===== config.mk =====
export PLATFORM = sky130hd
export DESIGN_NAME = diffpwm_setpoint
export DESIGN_NICKNAME = d
export VERILOG_FILES = /design/src/rtl/diffpwm_pkg.sv /design/src/rtl/diffpwm_period.sv /design/src/rtl/diffpwm_leg.sv /design/src/rtl/diffpwm_regs.sv /design/src/rtl/diffpwm_setpoint.sv
export SDC_FILE = /design/constraint.sdc
export NUM_CORES = 1
export LEC_CHECK = 0
export ABC_AREA = 1
export BUFFER_PORTS_ARGS = -buffer_cell sky130_fd_sc_hd__buf_4
export CAP_MARGIN = 20
export CORE_MARGIN = 4
export CORE_UTILIZATION = 40
export CTS_BUF_LIST = sky130_fd_sc_hd__clkbuf_4 sky130_fd_sc_hd__clkbuf_8
export DETAILED_ROUTE_END_ITERATION = 12
export SYNTH_ARGS = -nofsm -noshare
export SYNTH_HDL_FRONTEND = slang
export SYNTH_SLANG_ARGS = --single-unit
export TNS_END_PERCENT = 20

===== constraint.sdc =====
create_clock -name clk -period 1.5 [get_ports clk]
set_clock_uncertainty 0.05 [all_clocks]
set_input_delay 0.225 -clock clk [delete_from_list [all_inputs] [get_ports clk]]
set_output_delay 0.225 -clock clk [all_outputs]
set_load 0.02 [all_outputs]

===== src/rtl/diffpwm_pkg.sv =====
package diffpwm_pkg;

  typedef enum logic [1:0] {
    SEL_POS  = 2'd0,
    SEL_NEG  = 2'd1,
    SEL_GO   = 2'd2,
    SEL_NONE = 2'd3
  } reg_sel_e;

  // Byte offsets of the registers
  localparam int unsigned OFS_POS = 0;
  localparam int unsigned OFS_NEG = 4;
  localparam int unsigned OFS_GO  = 8;

  function automatic reg_sel_e decode_offset(input int unsigned ofs);
    case (ofs)
      OFS_POS: return SEL_POS;
      OFS_NEG: return SEL_NEG;
      OFS_GO:  return SEL_GO;
      default: return SEL_NONE;
    endcase
  endfunction

  // Output level of one leg: high while the count is below the duty
  function automatic logic leg_level(input int unsigned count, input int unsigned duty);
    return count < duty;
  endfunction

endpackage


===== src/rtl/diffpwm_period.sv =====
module diffpwm_period #(
  parameter int W = 16
) (
  input  logic         clk,
  input  logic         rst_n,
  output logic [W-1:0] cnt,
  output logic         period_end
);
  localparam logic [W-1:0] CNT_MAX = {W{1'b1}};

  always_ff @(posedge clk) begin
    if (!rst_n) cnt <= '0;
    else        cnt <= cnt + 1'b1;
  end

  assign period_end = (cnt == CNT_MAX);
endmodule


===== src/rtl/diffpwm_leg.sv =====
module diffpwm_leg #(
  parameter int W = 16
) (
  input  logic [W-1:0] cnt,
  input  logic [W-1:0] duty,
  output logic         pwm
);
  import diffpwm_pkg::*;

  assign pwm = leg_level(int'(cnt), int'(duty));
endmodule


===== src/rtl/diffpwm_regs.sv =====
module diffpwm_regs #(
  parameter int DUTY_W = 16,
  parameter int ADDR_W = 4,
  parameter int DATA_W = 32
) (
  input  logic                   clk,
  input  logic                   rst_n,
  input  logic                   bus_sel,
  input  logic                   bus_we,
  input  logic [ADDR_W-1:0]      bus_addr,
  input  logic [DATA_W-1:0]      bus_wdata,
  output logic [DATA_W-1:0]      bus_rdata,
  input  logic                   period_end,
  output logic [1:0][DUTY_W-1:0] act_duty,
  output logic                   commit_wr,
  output logic                   load_evt,
  output logic                   commit_pend
);
  import diffpwm_pkg::*;

  localparam int LEGS = 2;

  logic [1:0][DUTY_W-1:0] shd_duty;
  reg_sel_e               sel;

  assign sel       = decode_offset(int'(bus_addr));
  assign commit_wr = bus_sel && bus_we && (sel == SEL_GO);
  assign load_evt  = period_end && (commit_pend || commit_wr);

  // Shadow registers, one per leg
  for (genvar g = 0; g < LEGS; g++) begin : g_leg
    localparam reg_sel_e MY_SEL = (g == 0) ? SEL_POS : SEL_NEG;

    always_ff @(posedge clk) begin
      if (!rst_n)
        shd_duty[g] <= '0;
      else if (bus_sel && bus_we && (sel == MY_SEL))
        shd_duty[g] <= bus_wdata[DUTY_W-1:0];
    end

    // Active register takes the shadow contents held before this edge
    always_ff @(posedge clk) begin
      if (!rst_n)        act_duty[g] <= '0;
      else if (load_evt) act_duty[g] <= shd_duty[g];
    end
  end

  always_ff @(posedge clk) begin
    if (!rst_n)         commit_pend <= 1'b0;
    else if (load_evt)  commit_pend <= 1'b0;
    else if (commit_wr) commit_pend <= 1'b1;
  end

  always_comb begin
    bus_rdata = '0;
    case (sel)
      SEL_POS: bus_rdata = DATA_W'(shd_duty[0]);
      SEL_NEG: bus_rdata = DATA_W'(shd_duty[1]);
      default: bus_rdata = '0;
    endcase
  end
endmodule


===== src/rtl/diffpwm_setpoint.sv =====
module diffpwm_setpoint #(
  parameter int DUTY_W = 16,
  parameter int ADDR_W = 4
) (
  input  logic              clk,
  input  logic              rst_n,
  input  logic              bus_sel,
  input  logic              bus_we,
  input  logic [ADDR_W-1:0] bus_addr,
  input  logic [31:0]       bus_wdata,
  output logic [31:0]       bus_rdata,
  output logic              pwm_pos,
  output logic              pwm_neg
);
  localparam int LEGS = 2;

  logic [DUTY_W-1:0]           cnt;
  logic                        period_end;
  logic [1:0][DUTY_W-1:0]      act_duty;
  logic                        commit_wr;
  logic                        load_evt;
  logic                        commit_pend;
  logic [LEGS-1:0]             pwm_leg;

  diffpwm_period #(.W(DUTY_W)) u_period (
    .clk        (clk),
    .rst_n      (rst_n),
    .cnt        (cnt),
    .period_end (period_end)
  );

  diffpwm_regs #(.DUTY_W(DUTY_W), .ADDR_W(ADDR_W), .DATA_W(32)) u_regs (
    .clk         (clk),
    .rst_n       (rst_n),
    .bus_sel     (bus_sel),
    .bus_we      (bus_we),
    .bus_addr    (bus_addr),
    .bus_wdata   (bus_wdata),
    .bus_rdata   (bus_rdata),
    .period_end  (period_end),
    .act_duty    (act_duty),
    .commit_wr   (commit_wr),
    .load_evt    (load_evt),
    .commit_pend (commit_pend)
  );

  for (genvar g = 0; g < LEGS; g++) begin : g_cmp
    diffpwm_leg #(.W(DUTY_W)) u_leg (
      .cnt  (cnt),
      .duty (act_duty[g]),
      .pwm  (pwm_leg[g])
    );
  end

  assign pwm_pos = pwm_leg[0];
  assign pwm_neg = pwm_leg[1];
endmodule


# Word-level counts from Yosys, hierarchy flattened
# Cells that the tools add are included.
op_classes:
  order_cmp: 2
  n_mux: 2
  reduce_logical: 9
  eq_ne: 5
  n_bitwise: 1
  add_sub_neg: 1
ops:
  columns: ["operator", "count"]
  rows:
  - ["$lt A16 B16 Y1", 2]
  - ["$pmux W16 S2", 1]
  - ["$add A16 B1 Y16 const B", 1]
  - ["$eq A16 B16 Y1 const B", 1]
  - ["$pmux W2 S3", 1]
  - ["$logic_and A1 B1 Y1", 5]
  - ["$eq A4 B3 Y1 const B", 1]
  - ["$eq A4 B4 Y1 const B", 1]
  - ["$logic_not A4 Y1", 1]
  - ["$eq A2 B1 Y1 const B", 1]
  - ["$eq A2 B2 Y1 const B", 1]
  - ["$logic_not A2 Y1", 1]
  - ["$reduce_or A2 Y1", 1]
  - ["$logic_or A1 B1 Y1", 1]
  - ["$not A1 Y1", 1]
totals:
  wordCells: 26
  out_inout_bits: 34
  in_bits: 40
  register_bits: 81

# Depth between registers and ports, before layout
# Gate-level depths: netlist of run 1.
logic_depth:
  depth_word: 7
  depth_mapped: 9

# Modules after synthesis
# A second synthesis of run 1 with hierarchy kept.
unflattened:
  hier_cells: 651
  hier_area_um2: 4474.3
by_module_without_submodules:
  columns: ["mod", "seq_area_each_um2", "area_per_inst_um2", "instances", "cells_per_inst"]
  rows:
  - ["diffpwm_regs", 1301.2, 2887.8, 1, 402]
  - ["diffpwm_leg", 0.0, 399.1, 2, 66]
  - ["diffpwm_period", 320.3, 788.3, 1, 117]

# Worst setup path before layout of run 1
# Ideal clock, no wire load.
synth_path:
  path_kind: "reg-to-output"
  from: "register u_period.cnt[5]"
  to: "output port pwm_pos"
  stages_incl_launch_ff: 7
  n_path_buf: 0
  t_required_ns: 1.225
  arrival_ns: 1.343
  path_slack_ns: -0.118
  cell_sequence: "dfxtp_1 -> ha_1 -> a21oi_1 -> nor2_1 -> nor3_1 -> nand2_1 -> a21oi_1"
synth_between:
  elab_chain_cells: 1
synth_lines:
  columns: ["item", "line", "source"]
  rows:
  - ["start, declared", "diffpwm_period.sv:6", "output logic [W-1:0] cnt,"]
  - ["start signal, assigned", "diffpwm_period.sv:13", "else cnt <= cnt + 1'b1;"]
  - ["$lt A16 B16 Y1", "diffpwm_pkg.sv:26", "return count < duty;"]
  - ["end, declared", "diffpwm_setpoint.sv:12", "output logic pwm_pos,"]
# Every way passes these cells.

# Worst setup path after layout of run 1
layout_path:
  from: "register u_period.cnt[9]"
  to: "output port pwm_neg"
layout_between:
  elab_chain_cells: 1
layout_lines:
  columns: ["item", "line", "source"]
  rows:
  - ["$lt A16 B16 Y1", "diffpwm_pkg.sv:26", null]
  - ["end, declared", "diffpwm_setpoint.sv:13", "output logic pwm_neg"]
# Every way passes these cells.

==> results of run 1 <==
[synth_stat cells]
library cell / number / area share
nand2_4: 2 / 0.0053
a31oi_1: 1 / 0.0015
clkbuf_1: 16 / 0.014
nand3_2: 10 / 0.023
nor2_1: 23 / 0.020
nor2_8: 1 / 0.0047
inv_2: 1 / 0.00088
nand2_2: 13 / 0.019
a21oi_2: 10 / 0.020
conb_1: 1 / 0.00088
buf_8: 2 / 0.0070
o22ai_1: 16 / 0.023
ha_1: 31 / 0.091
nor3_1: 6 / 0.0070
buf_12: 1 / 0.0047
o21ai_0: 39 / 0.046
buf_4: 18 / 0.032
nand4_1: 5 / 0.0073
nand2_1: 73 / 0.064
nand3_1: 32 / 0.037
nor2_4: 1 / 0.0026
inv_1: 89 / 0.078
dfxtp_1: 81 / 0.38
clkbuf_4: 1 / 0.0018
nor2_2: 3 / 0.0044
o21a_1: 3 / 0.0053
nor3b_1: 1 / 0.0018
a21oi_1: 75 / 0.088
buf_6: 3 / 0.0079
xor2_1: 2 / 0.0041
[per-layer routing]
metal | wire length, um | vias to the layer above | track usage | share of wire
met5 | 0 | - | 0 | 0
met4 | 153 | 0 | 0.04623 | 0.016
met1 | 4762 | 1650 | 0.2148 | 0.49
li1 | - | 1951 | - | -
met2 | 4427 | 70 | 0.2533 | 0.45
met3 | 435 | 14 | 0.03424 | 0.044
[power groups by stage]
stage                     sequential, mW  combinational [mW]  clock (mW)
after global routing                2.18               0.361        1.64
final                               2.18               0.324        1.51
after floorplan                     2.23               0.222           0
after CTS                           2.18               0.325        1.54
after global placement              2.23               0.302           0
after detailed placement            2.24               0.307           0
[cell families after synthesis]
family	count (synthesis)	share of synthesized area
other	1	0.0008751
AO/OA/AOI/OAI	144	0.1837
flip-flops	81	0.3784
AND/OR/NAND/NOR	170	0.1968
XOR/XNOR	2	0.004088
adder cells (fa/ha/maj)	31	0.09051
buffers and inverters	131	0.1457
[what timing repair did]
action	CTS	global route
resized for setup	35	54
hold buffers	0	0
setup buffers	2	2
gates cloned	2	0
endpoints found under the setup margin	38	51
hold endpoints to repair	0	0
pin swaps	23	18
[through the flow]
stage / hold slack (ns) / total power, mW / cell area (sq um)
2_1_floorplan: 0.3134 / 2.453 / 4379
3_3_place_gp: 0.3806 / 2.537 / 4916
3_5_place_dp: 0.3851 / 2.544 / 4916
4_1_cts: 0.08559 / 4.051 / 5295
5_1_grt: 0.09638 / 4.180 / 5527
6_report: 0.09983 / 4.015 / 5527
[path summary, 6_finish.rpt]
kind / from / slack [ns] / to / cells after the start
worst max-delay path: u_period.cnt[9] / -0.48 / pwm_neg / 7
worst min register to register: u_period.cnt[0] / 0.40 / u_period.cnt[0] / 1
worst max register to register: u_period.cnt[11] / -0.07 / u_regs.act_duty[27] / 9
worst min-delay path: bus_wdata[2] / 0.1 / u_regs.shd_duty[18] / 3
[critical path: stages, from the launching register on]
cell and delay, ns:
dfxtp_4 0.38, ha_1 0.31, a21oi_1 0.13, o21ai_1 0.07, nand2_1 0.08, nand3_2 0.09, a21oi_4 0.15, buf_6 0.14
[flip-flops by register name, summed over array words and instances (netlist names)]
register and flops:
u_regs.shd_duty 32, u_period.cnt 16, u_regs.act_duty 32, u_regs.commit_pend 1
[cell type report]
type,count,area [sq um],share of cell area
Inverter,90,337.8,0.06113
Clock buffer,10,131.4,0.02377
Sequential cell,81,1662,0.3007
Timing Repair Buffer,87,747.0,0.1352
Tap cell,136,170.2,0.03079
Clock inverter,6,50.05,0.009056
Multi-Input combinational cell,364,2429,0.4394
==> results by group, run 1 <==
Outcome
  – Outcome: finished with violations
  – Failing checks: negative setup slack

Yosys
  – FF+latch count, synth: 81
  – Synth Area per Inst: 7.652 sq um
  – Count of cell types in the netlist: 30
  – Syn Inst Count: 560
  – Yosys warns: 0
  – Synthesized area: 4285 sq um
  – Seq/Total Area, Yosys: 0.3784

Placed design
  – Port buffer count: 41
  – DP HPWL: 6850 um
  – Worst slack, placed: -0.1729 ns
  – Placed Instances: 752
  – Routability cong.: 0.7403

Power and ir drop
  – Pwr dens: 726.5 nW/um^2
  – Leakage power: 2.182 nW
  – Logic pwr share: 0.081
  – Flop pwr share: 0.543
  – Pint: 2.926 mW
  – Switch Pwr: 1.089 mW
  – Clk pwr share: 0.376
  – VDD IR max: 0.3857 mV
  – Sw Ratio: 0.2712

Clock network
  – H-tree Lvls: 3
  – CTS tree: built
  – Worst-path clk slew: 0.09 ns
  – Maximum root-to-sink buffer count: 2
  – Clock sinks: 81
  – Root buffer cell: clkbuf_8
  – CTS buffer count: 9
  – Clk_lat worst skew: 0.36 ns

Detailed routing
  – DR iter-0 viols: 116
  – Vias: 3685
  – DRC: 0
  – Total wire length: 9778 um
  – Pre-antenna DRT Iters: 6
  – Antenna viol nets, final: 0
  – Per-cell routed wire length: 12.63 um
  – Via-per-instance ratio: 4.761

Worst setup path
  – Crit Path Class: reg2out
  – Req. time, crit path: 1.22 ns
  – Worst Setup End Kind: output pin
  – Crit-path max FO: 3
  – Critical Path AT: 1.70 ns
  – CP startpoint kind: flop

Floorplan
  – Io pins: 74
  – Die area: 12430 sq um
  – Starting Density: 0.4132
  – Die Y-Extent: 111.5 um
  – Core area: 10370 sq um
  – Die width: 111.5 um
  – Rows: 37

Flow run
  – Max_cap viols: 0

GRT
  – Vias in the first global route: 3436
  – Initial antenna violation count: 0
  – First-pass GRT wire length: 16260 um
  – Overall routing resource usage: 0.1582
  – Largest net degree at the start of global routing: 40
  – Total congestion overflow: 0

Timing
  – Period utilization: 1.319
  – Final min period: 1.978 ns
  – Setup tns final: -1.701 ns
  – Hold Violations, Final: 0
  – RSZ-0062 raised after global routing: yes
  – Fin worst setup slack: -0.4783 ns
  – Max Slew Vio Count: 0
  – Fmax: 0.5055 GHz
  – Final setup viols: 31

Cells and area
  – Fin nets: 704
  – Final core occ: 0.5329
  – Fill count: 1015
  – Antenna diodes: 0
  – Commonest non-fill, non-tap cells in the layout: inv_1, buf_4, nand2_1
  – Commonest non-fill, non-tap cell in the layout: inv_1
  – Fraction of layout cells with a size suffix above 1: 0.3448
  – Area grow syn2layout: 28.96%
  – Finished Layout Cells: 774

Hold path
  – Worst Hold Class: in2reg
No activity file was read; power rests on OpenSTA's default activity.
==> run 2, diff against run 1 <==
Settings changed: CORE_UTILIZATION 40 to 53, PLACE_DENSITY set to 0.79.
==> run 2 against run 1 <==
Net effect:
- the flow still finishes with violations (negative setup slack)
- count of clock-buffer cells in the layout is the same
- largest power group unchanged
- utilization grew 25 points
- design area grew 10%
- sequential share of layout area shrank 2.2 points
- worst hold slack lost 0.011 ns
==> results by group, run 2 (same netlist as run 1, synthesis figures left out) <==
GRT
  – Overall routing resource usage: 0.2373 (was 0.1582)
  – Largest net degree at the start of global routing: 40 (unchanged)
  – Total congestion overflow: 0 (unchanged)
  – First-pass GRT wire length: 18690 um (was 16260 um)
  – Vias in the first global route: 4093 (was 3436)
  – Initial antenna violation count: 0 (unchanged)

Worst setup path
  – Req. time, crit path: 1.22 ns (about the same)
  – Critical Path AT: 1.86 ns (was 1.70 ns)
  – Crit-path max FO: 2 (was 3)
  – Worst Setup End Kind: output pin (unchanged)
  – CP startpoint kind: flop (unchanged)
  – Crit Path Class: reg2out (unchanged)

Detailed routing
  – Per-cell routed wire length: 20.44 um (was 12.63 um)
  – Pre-antenna DRT Iters: 8 (was 6)
  – Antenna viol nets, final: 0 (unchanged)
  – DR iter-0 viols: 422 (was 116)
  – DRC: 0 (unchanged)
  – Via-per-instance ratio: 5.979 (was 4.761)
  – Vias: 4532 (was 3685)
  – Total wire length: 15500 um (was 9778 um)

Timing
  – Fin worst setup slack: -0.6352 ns (was -0.4783 ns)
  – Fmax: 0.4683 GHz (was 0.5055 GHz)
  – Max Slew Vio Count: 0 (unchanged)
  – Final setup viols: 37 (was 31)
  – Period utilization: 1.423 (was 1.319)
  – RSZ-0062 raised after global routing: yes (unchanged)
  – Final min period: 2.135 ns (was 1.978 ns)
  – Hold Violations, Final: 0 (unchanged)
  – WHS: 0.08906 ns (was 0.09983 ns)

Outcome
  – Failing checks: negative setup slack (unchanged)
  – Outcome: finished with violations (unchanged)

Power and ir drop
  – Leakage power: 2.362 nW (was 2.182 nW)
  – Tot Pwr: 4.586 mW (was 4.015 mW)
  – Pwr dens: 753.8 nW/um^2 (was 726.5 nW/um^2)
  – VDD IR max: 0.7024 mV (was 0.3857 mV)

Flow run
  – Max_cap viols: 0 (unchanged)

Floorplan
  – Rows: 32 (was 37)
  – Core area: 7807 sq um (was 10370 sq um)
  – Starting Density: 0.5489 (was 0.4132)
  – Die width: 97.92 um (was 111.5 um)
  – Io pins: 74 (unchanged)
  – Die area: 9588 sq um (was 12430 sq um)
  – Die Y-Extent: 97.92 um (was 111.5 um)

Clock network
  – Hold_buf cts: 0 (unchanged)
  – Root buffer cell: clkbuf_8 (unchanged)
  – CTS buffer count: 9 (unchanged)
  – CTS tree: built (unchanged)
  – Clock sinks: 81 (unchanged)
  – Clk_lat worst skew: 0.37 ns (was 0.36 ns)
  – Maximum root-to-sink buffer count: 2 (unchanged)
  – Worst-path clk slew: 0.09 ns (about the same)
  – H-tree Lvls: 3 (unchanged)

Cells and area
  – Commonest non-fill, non-tap cells in the layout: buf_4, inv_1, nand2_1, a21oi_1, dfxtp_1 (was inv_1, buf_4, nand2_1)
  – Area grow syn2layout: 41.99% (was 28.96%)
  – Fill count: 399 (was 1015)
  – Antenna diodes: 0 (unchanged)
  – Fin nets: 722 (was 704)
  – Commonest non-fill, non-tap cell in the layout: buf_4 (was inv_1)
  – Top Registers: u_regs.act_duty: 32 flops, u_regs.shd_duty: 32 flops, u_period.cnt: 16 flops (unchanged)
  – Fraction of layout cells with a size suffix above 1: 0.4588 (was 0.3448)

Placed design
  – Routability cong.: 0.8586 (was 0.7403)
  – Port buffer count: 41 (unchanged)
  – DP HPWL: 6801 um (was 6850 um)

Hold path
  – Worst Hold Class: in2reg (unchanged)
==> run 2: where the power goes <==
| group | leakage, nW | total, mW | internal (mW) | switching, mW |
|---|---|---|---|---|
| combinational | 1.56 | 0.379 | 0.142 | 0.238 |
| sequential | 0.676 | 2.18 | 2.15 | 0.0215 |
| clock | 0.124 | 2.03 | 1.13 | 0.898 |
| total | 2.36 | 4.59 | 3.43 | 1.16 |
==> run 2: cell type report <==
cell class / instances / area [sq um] / area share
sequential: 81 / 1693 / 0.2782
inverter: 90 / 337.8 / 0.05552
clock buffer: 10 / 131.4 / 0.02159
multi-input combinational: 366 / 2775 / 0.4561
tap: 102 / 127.6 / 0.02097
clock inverter: 6 / 116.4 / 0.01912
timing repair buffer: 103 / 903.4 / 0.1485
==> run 2: worst max-delay path, cell delays in order (launching register included) <==
cell and delay (ns):
dfxtp_2 0.38, inv_1 0.11, ha_4 0.29, nand2_2 0.07, o21ai_1 0.24, nand2_2 0.10
nand3_2 0.12, a21oi_4 0.05, buf_6 0.13
==> run 2: what timing repair did <==
item / 4_1_cts / 5_1_grt
gates cloned: 2 / 3
hold endpoints to repair: 0 / 0
pin swaps: 18 / 49
buffers inserted: 8 / 13
endpoints found under the setup margin: 37 / 54
gates resized for setup: 51 / 125
==> run 2: through the flow <==
stage / worst slack [ns] / cell area, sq um / instances / setup TNS (ns) / utilization
floorplan: 0.003009 / 4379 / 575 / 0 / -
global placement: -0.1522 / 4883 / 716 / -4.376 / 0.6255
detailed placement: -0.2037 / 4883 / 716 / -5.794 / 0.6255
CTS: -0.4925 / 5421 / 742 / -1.958 / 0.6944
global route: -0.6445 / 6085 / 758 / -8.769 / 0.7793
finish: -0.6352 / 6085 / 758 / -6.658 / 0.7793
==> run 2: worst paths after layout <==
kind,to,slack [ns],startpoint,depth (start not counted)
max,pwm_neg,-0.64,u_regs.act_duty[27],8
max reg2reg,u_regs.act_duty[9],-0.23,u_period.cnt[11],9
min,u_regs.shd_duty[25],0.09,bus_wdata[9],3
min reg2reg,u_period.cnt[0],0.40,u_period.cnt[0],1
==> run 2: routing by layer <==
layer  up-vias  global-route usage  share of wire
li1       1989                   -              -
met1      2109              0.2716           0.37
met2       343              0.4136           0.49
met3        91             0.03929          0.083
met4         0              0.1406          0.060
met5         -                   0              0
==> run 3, diff against run 2 <==
Settings changed: ABC_CLOCK_PERIOD_IN_PS set to 1500, GPL_TIMING_DRIVEN set to 1, SKIP_CTS_REPAIR_TIMING set to 1.
==> run 3 against run 2 <==
Net effect:
- count of clock-buffer cells in the layout unchanged
- worst hold slack better by 0.015 ns
- the flow still finishes with violations (negative setup slack)
- sequential share of layout area up 2.7 points
- critical endpoint unchanged
- routed wire length is 33% lower
- maximum frequency increased by 3.3%
- utilization fell by 8.3 points
- register-to-register slack about the same
- via count fell by 15%
==> results by group, run 3 (same netlist as run 1, synthesis figures left out) <==
Outcome
  – Outcome: finished with violations (unchanged)
  – Failing checks: negative setup slack (unchanged)

Worst setup path
  – Crit-path max FO: 5 (was 2)
  – Cell mode on critical path: nand2_1 (was nand2_2)
  – CP peak stage delay: 0.48 ns (was 0.38 ns)
  – CP Capture Point: pwm_neg (unchanged)
  – Worst r2r dst: u_regs.act_duty[27] (was u_regs.act_duty[9])
  – Critical Path AT: 1.79 ns (was 1.86 ns)
  – CP startpoint kind: flop (unchanged)
  – Req. time, crit path: 1.22 ns (about the same)
  – Worst Setup End Kind: output pin (unchanged)
  – R2R Setup Slk: -0.22 ns (was -0.23 ns)
  – Slowest CP cell: dfxtp_1 (was dfxtp_2)
  – Worst r2r src: u_period.cnt[10] (was u_period.cnt[11])
  – Crit Path Class: reg2out (unchanged)
  – Worst setup startpoint: u_period.cnt[10] (was u_regs.act_duty[27])
  – Cells on worst reg2reg path: 8 (was 9)
  – Critical Path, Cell by Cell: ha_1, nand2_1, o21ai_0, nand2_1, nand3_2, a21oi_4, buf_6 (was inv_1, ha_4, nand2_2, o21ai_1, nand2_2, nand3_2, a21oi_4, buf_6)

Cells and area
  – Commonest non-fill, non-tap cell in the layout: inv_1 (was buf_4)
  – Area grow syn2layout: 26.80% (was 41.99%)
  – Register area: 1659 sq um (was 1693 sq um)
  – Top Registers: u_regs.act_duty: 32 flops, u_regs.shd_duty: 32 flops, u_period.cnt: 16 flops (unchanged)
  – Fraction of layout cells with a size suffix above 1: 0.3039 (was 0.4588)
  – Design area: 5434 sq um (was 6085 sq um)
  – Fill count: 540 (was 399)
  – Antenna diodes: 0 (unchanged)
  – Commonest non-fill, non-tap cells in the layout: inv_1, buf_4, a21oi_1 (was buf_4, inv_1, nand2_1, a21oi_1, dfxtp_1)
  – Finished Layout Cells: 737 (was 758)
  – Fin nets: 701 (was 722)
  – Multi-input logic area: 2338 sq um (was 2775 sq um)

Power and ir drop
  – Clk pwr share: 0.437 (was 0.443)
  – Switch Pwr: 1.030 mW (was 1.157 mW)
  – Flop pwr share: 0.489 (was 0.474)
  – Pwr dens: 819.0 nW/um^2 (was 753.8 nW/um^2)
  – Logic pwr share: 0.074 (was 0.083)
  – Tot Pwr: 4.450 mW (was 4.586 mW)
  – Pint: 3.420 mW (was 3.430 mW)
  – Sw Ratio: 0.2314 (was 0.2522)
  – VDD IR max: 0.8506 mV (was 0.7024 mV)
  – Leakage power: 2.193 nW (was 2.362 nW)

Clock network
  – CTS tree: built (unchanged)
  – H-tree Lvls: 3 (unchanged)
  – CTS buffer count: 9 (unchanged)
  – Clock sinks: 81 (unchanged)
  – Root buffer cell: clkbuf_8 (unchanged)
  – Worst-path clk slew: 0.09 ns (about the same)
  – Maximum root-to-sink buffer count: 2 (unchanged)
  – Clk_lat worst skew: 0.35 ns (was 0.37 ns)

Floorplan
  – Die area: 9588 sq um (unchanged)
  – Die width: 97.92 um (unchanged)
  – Io pins: 74 (unchanged)
  – Starting Density: 0.5489 (unchanged)
  – Rows: 32 (unchanged)
  – Die Y-Extent: 97.92 um (unchanged)
  – Core area: 7807 sq um (unchanged)

Timing
  – Final setup viols: 35 (was 37)
  – WHS: 0.1042 ns (was 0.08906 ns)
  – RSZ-0062 raised after global routing: yes (unchanged)
  – Final min period: 2.066 ns (was 2.135 ns)
  – Hold Violations, Final: 0 (unchanged)
  – Period utilization: 1.378 (was 1.423)
  – Fin worst setup slack: -0.5664 ns (was -0.6352 ns)
  – Fmax: 0.4839 GHz (was 0.4683 GHz)
  – Max Slew Vio Count: 0 (unchanged)

Flow run
  – Max_cap viols: 0 (unchanged)

Placed design
  – Placed Instances: 716 (unchanged)
  – DP HPWL: 6801 um (unchanged)
  – Area post-placement: 4883 sq um (unchanged)
  – Routability cong.: 0.8586 (unchanged)
  – Port buffer count: 41 (unchanged)

Detailed routing
  – Pre-antenna DRT Iters: 4 (was 8)
  – Per-cell routed wire length: 14.14 um (was 20.44 um)
  – DR iter-0 viols: 157 (was 422)
  – Total wire length: 10420 um (was 15500 um)
  – DRC: 0 (unchanged)
  – Antenna viol nets, final: 0 (unchanged)
  – Via-per-instance ratio: 5.221 (was 5.979)
  – Vias: 3848 (was 4532)

Hold path
  – Hold depth: 3 (unchanged)
  – Worst Hold Class: in2reg (unchanged)

GRT
  – Overall routing resource usage: 0.1984 (was 0.2373)
  – First-pass GRT wire length: 15920 um (was 18690 um)
  – Largest net degree at the start of global routing: 40 (unchanged)
  – Total congestion overflow: 0 (unchanged)
  – Initial antenna violation count: 0 (unchanged)
  – Vias in the first global route: 3678 (was 4093)
## run 3: cell count changes in the layout (fill, tap and decap cells not counted), sizes merged
| cell | change |
|---|---|
| buf | -20 |
| nand2 | -1 |
## run 3: critical path, delay by kind of cell, from the launching register on
family	cells	cell delay [ns]
compound gates	2	0.24
fa+ha+maj	1	0.29
buf+inv	1	0.13
flops	1	0.48
simple gates	3	0.29
## run 3: how the worst min path moves through the flow
stage,start,endpoint,slack [ns]
floorplan,rst_n,u_regs.shd_duty[21],0.31
global placement,u_period.cnt[0],u_period.cnt[0],0.38
detailed placement,u_period.cnt[0],u_period.cnt[0],0.40
CTS,bus_wdata[9],u_regs.shd_duty[25],0.09
global route,bus_wdata[9],u_regs.shd_duty[9],0.11
finish,bus_wdata[9],u_regs.shd_duty[25],0.10
## run 3: power groups by stage
stage | logic [mW] | registers [mW] | clock network, mW
global route | 0.366 | 2.18 | 2.06
detailed placement | 0.307 | 2.24 | 0
floorplan | 0.222 | 2.23 | 0
CTS | 0.308 | 2.18 | 1.96
finish | 0.331 | 2.17 | 1.94
global placement | 0.299 | 2.23 | 0
## run 3: through the flow
step / setup TNS, ns / worst slack, ns / util
floorplan: 0 / 0.003009 / -
global placement: -4.376 / -0.1522 / 0.6255
detailed placement: -5.794 / -0.2037 / 0.6255
CTS: -7.019 / -0.5833 / 0.6572
global route: -7.761 / -0.6314 / 0.6960
finish: -6.056 / -0.5664 / 0.6960
## run 3: area by class of cell
type,instances,share of cell area
Clock inverter,6,0.02141
Multi-Input combinational cell,365,0.4303
Sequential cell,81,0.3053
Tap cell,102,0.02349
Timing Repair Buffer,83,0.1331
Inverter,90,0.06217
Clock buffer,10,0.02418
## run 3: metal layers
metal	vias up	share of wire	global-route usage
met3	18	0.056	0.02929
met5	-	0	0
met2	122	0.51	0.3377
met1	1766	0.42	0.2520
met4	0	0.018	0.07987
li1	1942	-	-
